## config.mk

```make
export PLATFORM = sky130hd
export DESIGN_NAME = agu_addr_gen
export DESIGN_NICKNAME = d
export VERILOG_FILES = /design/src/rtl/agu_pkg.sv /design/src/rtl/agu_disp_ext.sv /design/src/rtl/agu_index_term.sv /design/src/rtl/agu_addr_gen.sv
export SDC_FILE = /design/constraint.sdc
export NUM_CORES = 1
export LEC_CHECK = 0
export BUFFER_PORTS_ARGS = -buffer_cell sky130_fd_sc_hd__buf_2
export CAP_MARGIN = 20
export CORE_MARGIN = 2
export CORE_UTILIZATION = 35
export DETAILED_ROUTE_END_ITERATION = 8
export GPL_TIMING_DRIVEN = 1
export HOLD_SLACK_MARGIN = 0.06
export PLACE_DENSITY = 0.54
export SLEW_MARGIN = 30
export SYNTH_ARGS = -nofsm -noshare
export SYNTH_HDL_FRONTEND = slang
export SYNTH_HIERARCHICAL = 1
export SYNTH_SLANG_ARGS = --single-unit
```

## constraint.sdc

```tcl
create_clock -name clk -period 6.35 [get_ports clk]
set_input_delay 0 -clock clk [delete_from_list [all_inputs] [get_ports clk]]
set_output_delay 0 -clock clk [all_outputs]
set_load 0.05 [all_outputs]
```

## src/rtl/agu_pkg.sv

```systemverilog
// Package: shared widths and encodings for the effective address generator.
// Assumes: displacement field is at most 32 bits and the register file has 16 entries.
package agu_pkg;
    localparam int unsigned ADDR_W   = 64;
    localparam int unsigned DISP_W   = 32;
    localparam int unsigned RNUM_W   = 4;
    localparam int unsigned SP_NUM   = 4;

    typedef enum logic [1:0] {
        DW_8   = 2'b00,
        DW_16  = 2'b01,
        DW_32  = 2'b10,
        DW_BAD = 2'b11
    } disp_width_e;
endpackage

```

## src/rtl/agu_disp_ext.sv

```systemverilog
// Module: agu_disp_ext
// Sign-extends an 8, 16 or 32 bit displacement to the address width.
// Assumes: DISP_W >= 32; width code 3 is illegal, gives zero and raises bad.
module agu_disp_ext
    import agu_pkg::*;
#(
    parameter int unsigned AW = ADDR_W,
    parameter int unsigned DW = DISP_W
) (
    input  logic [DW-1:0] disp_raw,
    input  logic [1:0]    width,
    output logic [AW-1:0] disp_ext,
    output logic          bad
);
    localparam int unsigned PAD8  = AW - 8;
    localparam int unsigned PAD16 = AW - 16;
    localparam int unsigned PAD32 = AW - 32;

    // Pick the active slice and replicate its sign bit upward.
    always_comb begin
        bad = 1'b0;
        unique case (disp_width_e'(width))
            DW_8:    disp_ext = {{PAD8{disp_raw[7]}},   disp_raw[7:0]};
            DW_16:   disp_ext = {{PAD16{disp_raw[15]}}, disp_raw[15:0]};
            DW_32:   disp_ext = {{PAD32{disp_raw[31]}}, disp_raw[31:0]};
            default: begin
                disp_ext = '0;
                bad      = 1'b1;
            end
        endcase
    end
endmodule

```

## src/rtl/agu_index_term.sv

```systemverilog
// Module: agu_index_term
// Produces the scaled index term and flags a stack-pointer index.
// Assumes: scale is a left shift of 0..3; a disabled index is never a fault.
module agu_index_term
    import agu_pkg::*;
#(
    parameter int unsigned AW = ADDR_W,
    parameter int unsigned NW = RNUM_W,
    parameter int unsigned SP = SP_NUM
) (
    input  logic          idx_en,
    input  logic [NW-1:0] idx_num,
    input  logic [AW-1:0] idx_val,
    input  logic [1:0]    scale_code,
    output logic [AW-1:0] idx_term,
    output logic          sp_fault
);
    localparam logic [NW-1:0] SP_CODE = NW'(SP);

    logic use_idx;

    // Decide whether the index participates and whether it is illegal.
    always_comb begin
        sp_fault = idx_en && (idx_num == SP_CODE);
        use_idx  = idx_en && !sp_fault;
    end

    // Scale by shifting and gate the term when it is absent.
    always_comb begin
        idx_term = use_idx ? (idx_val << scale_code) : '0;
    end
endmodule

```

## src/rtl/agu_addr_gen.sv

```systemverilog
// Module: agu_addr_gen (top)
// Adds base, scaled index and sign-extended displacement into a flat 64-bit
// address, registered one cycle after in_vld with a valid pulse and fault flag.
// Assumes: operand values are already read from the register file.
module agu_addr_gen
    import agu_pkg::*;
#(
    parameter int unsigned AW = ADDR_W,
    parameter int unsigned DW = DISP_W,
    parameter int unsigned NW = RNUM_W
) (
    input  logic          clk,
    input  logic          rst_n,
    input  logic          in_vld,
    input  logic          base_en,
    input  logic [63:0]   base_val,
    input  logic          idx_en,
    input  logic [3:0]    idx_num,
    input  logic [63:0]   idx_val,
    input  logic [1:0]    scale_code,
    input  logic [31:0]   disp_raw,
    input  logic [1:0]    disp_width,
    output logic          out_vld,
    output logic [63:0]   out_addr,
    output logic          out_fault
);
    logic [AW-1:0] base_term;
    logic [AW-1:0] idx_term;
    logic [AW-1:0] disp_term;
    logic [AW-1:0] sum_nxt;
    logic          sp_fault;
    logic          disp_bad;

    agu_index_term #(.AW(AW), .NW(NW), .SP(SP_NUM)) u_idx (
        .idx_en    (idx_en),
        .idx_num   (idx_num),
        .idx_val   (idx_val),
        .scale_code(scale_code),
        .idx_term  (idx_term),
        .sp_fault  (sp_fault)
    );

    agu_disp_ext #(.AW(AW), .DW(DW)) u_disp (
        .disp_raw(disp_raw),
        .width   (disp_width),
        .disp_ext(disp_term),
        .bad     (disp_bad)
    );

    // Gate the base term and form the wrapping three-way sum.
    always_comb begin
        base_term = base_en ? base_val : '0;
        sum_nxt   = base_term + idx_term + disp_term;
    end

    // Output register: load on a request, hold otherwise, pulse valid.
    always_ff @(posedge clk) begin
        if (!rst_n) begin
            out_vld   <= 1'b0;
            out_addr  <= '0;
            out_fault <= 1'b0;
        end else begin
            out_vld <= in_vld;
            if (in_vld) begin
                out_addr  <= sum_nxt;
                out_fault <= sp_fault || disp_bad;
            end
        end
    end


    vld_pulse_chk: assert property (@(posedge clk) disable iff (!rst_n)
        in_vld |=> out_vld);

    vld_idle_chk: assert property (@(posedge clk) disable iff (!rst_n)
        !in_vld |=> !out_vld);

    hold_chk: assert property (@(posedge clk) disable iff (!rst_n)
        !in_vld |=> ($stable(out_addr) && $stable(out_fault)));

    sp_index_fault_chk: assert property (@(posedge clk) disable iff (!rst_n)
        (in_vld && idx_en && idx_num == 4'd4) |=> out_fault);

    bad_width_fault_chk: assert property (@(posedge clk) disable iff (!rst_n)
        (in_vld && disp_width == 2'b11) |=> out_fault);

    legal_no_fault_chk: assert property (@(posedge clk) disable iff (!rst_n)
        (in_vld && disp_width != 2'b11 && !(idx_en && idx_num == 4'd4)) |=> !out_fault);

    disp_only_chk: assert property (@(posedge clk) disable iff (!rst_n)
        (in_vld && !base_en && !idx_en && disp_width == 2'b10)
        |=> out_addr == {{32{$past(disp_raw[31])}}, $past(disp_raw)});
endmodule

```

==> impl_metrics.csv <==
group,metric,value,unit
clock_tree,clk_latency,360,ps
synth,ys_seq_area_share,12.5,%
placement,io_buffers,238,
clock_tree,clkSinkCount,66,
job,drv_cap,0,
drt,first_pass_iters,5,
clock_tree,cts_tree,"built",
clock_tree,hold_buffers,0,
critical_path,critPathMaxStageDelay,630,ps
timing,period_needed,4510,ps
power,p_leak,5.46,nW
drt,wire_per_inst,18.7,µm
synth,synth_area_per_cell,9.22,µm²
grt,grt_pass1_wl,48900,µm
grt,grt_pass1_vias,8974,
finish,multi_input_area,8530,µm²
clock_tree,path_clk_slew,60,ps
power,power_frac_seq,18.7,%
drt,wl,31700,µm
timing,fin_skew,0,ps
floorplan,num_rows,63,
critical_path,endpoint_kind,"flip-flop",
synth,synth_top_area_share,12.8,%
power,p_int,0.00148,W
finish,final_cell_mix,"buf_2 (235), nor2b_1 (115), and2_1 (79)",
hold_path,hp-class,"primary input to flip-flop",
synth,async_flop_share,0,%
timing,fin_crit_sh,71.0,%
floorplan,die_w,178,µm
clock_tree,cts_setup_buffers,0,
critical_path,critical_path.top_delay_family,"compound AO/OA/AOI/OAI gates",
synth,synth_edf_count,0,
clock_tree,clock_tree.root_cell,"clkbuf_16",
clock_tree,cts_buffer_depth,2,
floorplan,initial_utilization,35.6,%
clock_tree,cts_buffers,9,
finish,antenna_cells,0,
finish,syn_to_final_growth,13.5,%
placement,place_congestion,0.828,
synth,synth_seq_cells,66,
timing,clock.fmax,0.222,GHz
grt,gr-total-overflow,0,
clock_tree,htreeDepth,3,
power,swShare,48.6,%
critical_path,crit_required,6620,ps
critical_path,worstSetupPathType,"primary input to flip-flop",
finish,final_util,40.5,%
finish,fill_cells,3022,
grt,grt_start_max_net_pins,64,
synth,yosys_warnings,6,
power,power.switching,0.00140,W
finish,regArea,1320,µm²
finish,final_nets,1601,
critical_path,arrival,4780,ps
drt,postRouteAntennaNets,0,
drt,via_per_inst,5.27,
finish,post_route_cells_drive_above_1_share,26.5,%
power,pwr-share-clk,18.4,%
outcome,status,"finished, final reports clean",
timing,finalSetupViolCount,0,
critical_path,worst-path-max-fanout,48,
drt,drtIter0Drc,528,
finish,final_common_cell,"buf_2",
synth,syn_nets,1448,
synth,synthCells,1149,
floorplan,io_pins,239,
timing,setup-tns-final,0,ps
critical_path,crit_path_start_kind,"primary input",
synth,synth.distinct_cells,76,
power,powerDensity,240,nW/µm²
timing,maxSlewHeadroom,42.2,%
timing,rsz0062_at_grt,"no",
clock_tree,postCtsResizedCells,0,
floorplan,die_area,31700,µm²
power,combPwrFrac,62.8,%
synth,yosysTopAreaCell,"mux4_2",
timing,hold_viol,0,
drt,vias,8943,
grt,antenna_found_initial,0,
timing,timing_max_transition_violations_final,0,
synth,synth_area,10600,µm²
drt,drc,0,
floorplan,core_area,29700,µm²
power,worst_ir_drop_vdd,0.119,mV
synth,ys_top_cells_by_area,"mux4_2 (13%), dfxtp_1 (12%), fa_1 (12%), ha_1 (7.3%), nor2b_1 (6.8%)",
critical_path,ff2ff_setup_slack,5480,ps
critical_path,critPathSlowestCell,"buf_4",
critical_path,crit_path_cell_trace,"buf_4 > buf_4 > nand2b_1 > a211oi_1 > fa_1 > fa_1 > a211oi_2 > o211ai_2 > and2_1 > a221oi_2 > o32ai_2 > a41oi_2 > o21ai_2 > a211oi_2 > nor2b_1 > o31ai_1",
synth,synth_ff_type,"dfxtp_1",
critical_path,crit_buf_inv,2,
floorplan,die_y,178,µm
placement,hpwlAfterDp,26500,µm
grt,grt.total_usage,20.0,%
timing,tightest_slew,866,ps
[per-layer routing]
metal	global-route usage, %	wire length, µm	vias up
met3	2.66	1120	31
met4	5.87	681	0
met2	34.6	15600	212
met5	0	0	-
li1	-	-	4420
met1	26.1	14300	4280
[power by group through the flow]
stage               Clock, W  Sequential [W]  Combinational, W
floorplan                  0        0.000822           0.00111
global placement           0        0.000550           0.00182
detailed placement         0        0.000551           0.00182
CTS                 0.000545        0.000542           0.00183
global route        0.000565        0.000550           0.00198
finish              0.000532        0.000541           0.00181
[worst reg2reg max path: stages, from the launching register on]
cell and delay [ps]:
dfxtp_1 330, nor2b_1 130, o31a_1 310
[cells by family after synthesis]
family	Yosys count	synth area share, %
xor gates and xnor gates	59	4.88
DFF	66	12.5
adders and majority gates	126	19.4
AOI/OAI and AO/OA	268	17.6
buffers and inverters	136	7.10
and+or+nand+nor	367	19.5
muxes	127	19.1
[flip-flops by register name (all words and copies together) (netlist names)]
signal,cells
out_fault,1
out_vld,1
out_addr,64
[layout make-up]
type | instances | area share, %
sequential | 66 | 11.0
tap | 390 | 4.06
timing repair buffer | 246 | 10.5
clock buffer | 10 | 1.99
inverter | 32 | 0.999
clock inverter | 6 | 0.541
multi-input combinational | 947 | 71.0
[synth_stat cells (40+ instances only)]
master / n
dfxtp_1: 66
fa_1: 64
mux4_2: 60
a21oi_1: 68
o21ai_0: 40
nor2b_1: 115
and2_1: 79
nor2_1: 46
ha_1: 62
xnor2_1: 43
mux2i_1: 67
nand2_1: 58
[through the flow]
stage / cells / hold slack (ps) / worst slack, ps / total power (W) / area [µm²]
floorplan: 1149 / 145 / 1260 / 0.00193 / 10600
global placement: 1681 / 445 / 1540 / 0.00237 / 11700
detailed placement: 1681 / 445 / 1460 / 0.00237 / 11700
CTS: 1697 / 99.5 / 1800 / 0.00291 / 12000
global route: 1697 / 124 / 1440 / 0.00310 / 12000
finish: 1697 / 122 / 1840 / 0.00289 / 12000
[path summary, 6_finish.rpt]
| check | start | to | depth (start not counted) |
|---|---|---|---|
| worst min register to register | out_addr[62] | out_addr[62] | 2 |
| worst min-delay path | idx_num[2] | out_fault | 4 |
| worst max-delay path | scale_code[0] | out_addr[55] | 16 |
| worst max register to register | out_addr[28] | out_addr[28] | 2 |
(Power assumes the default switching activity.)
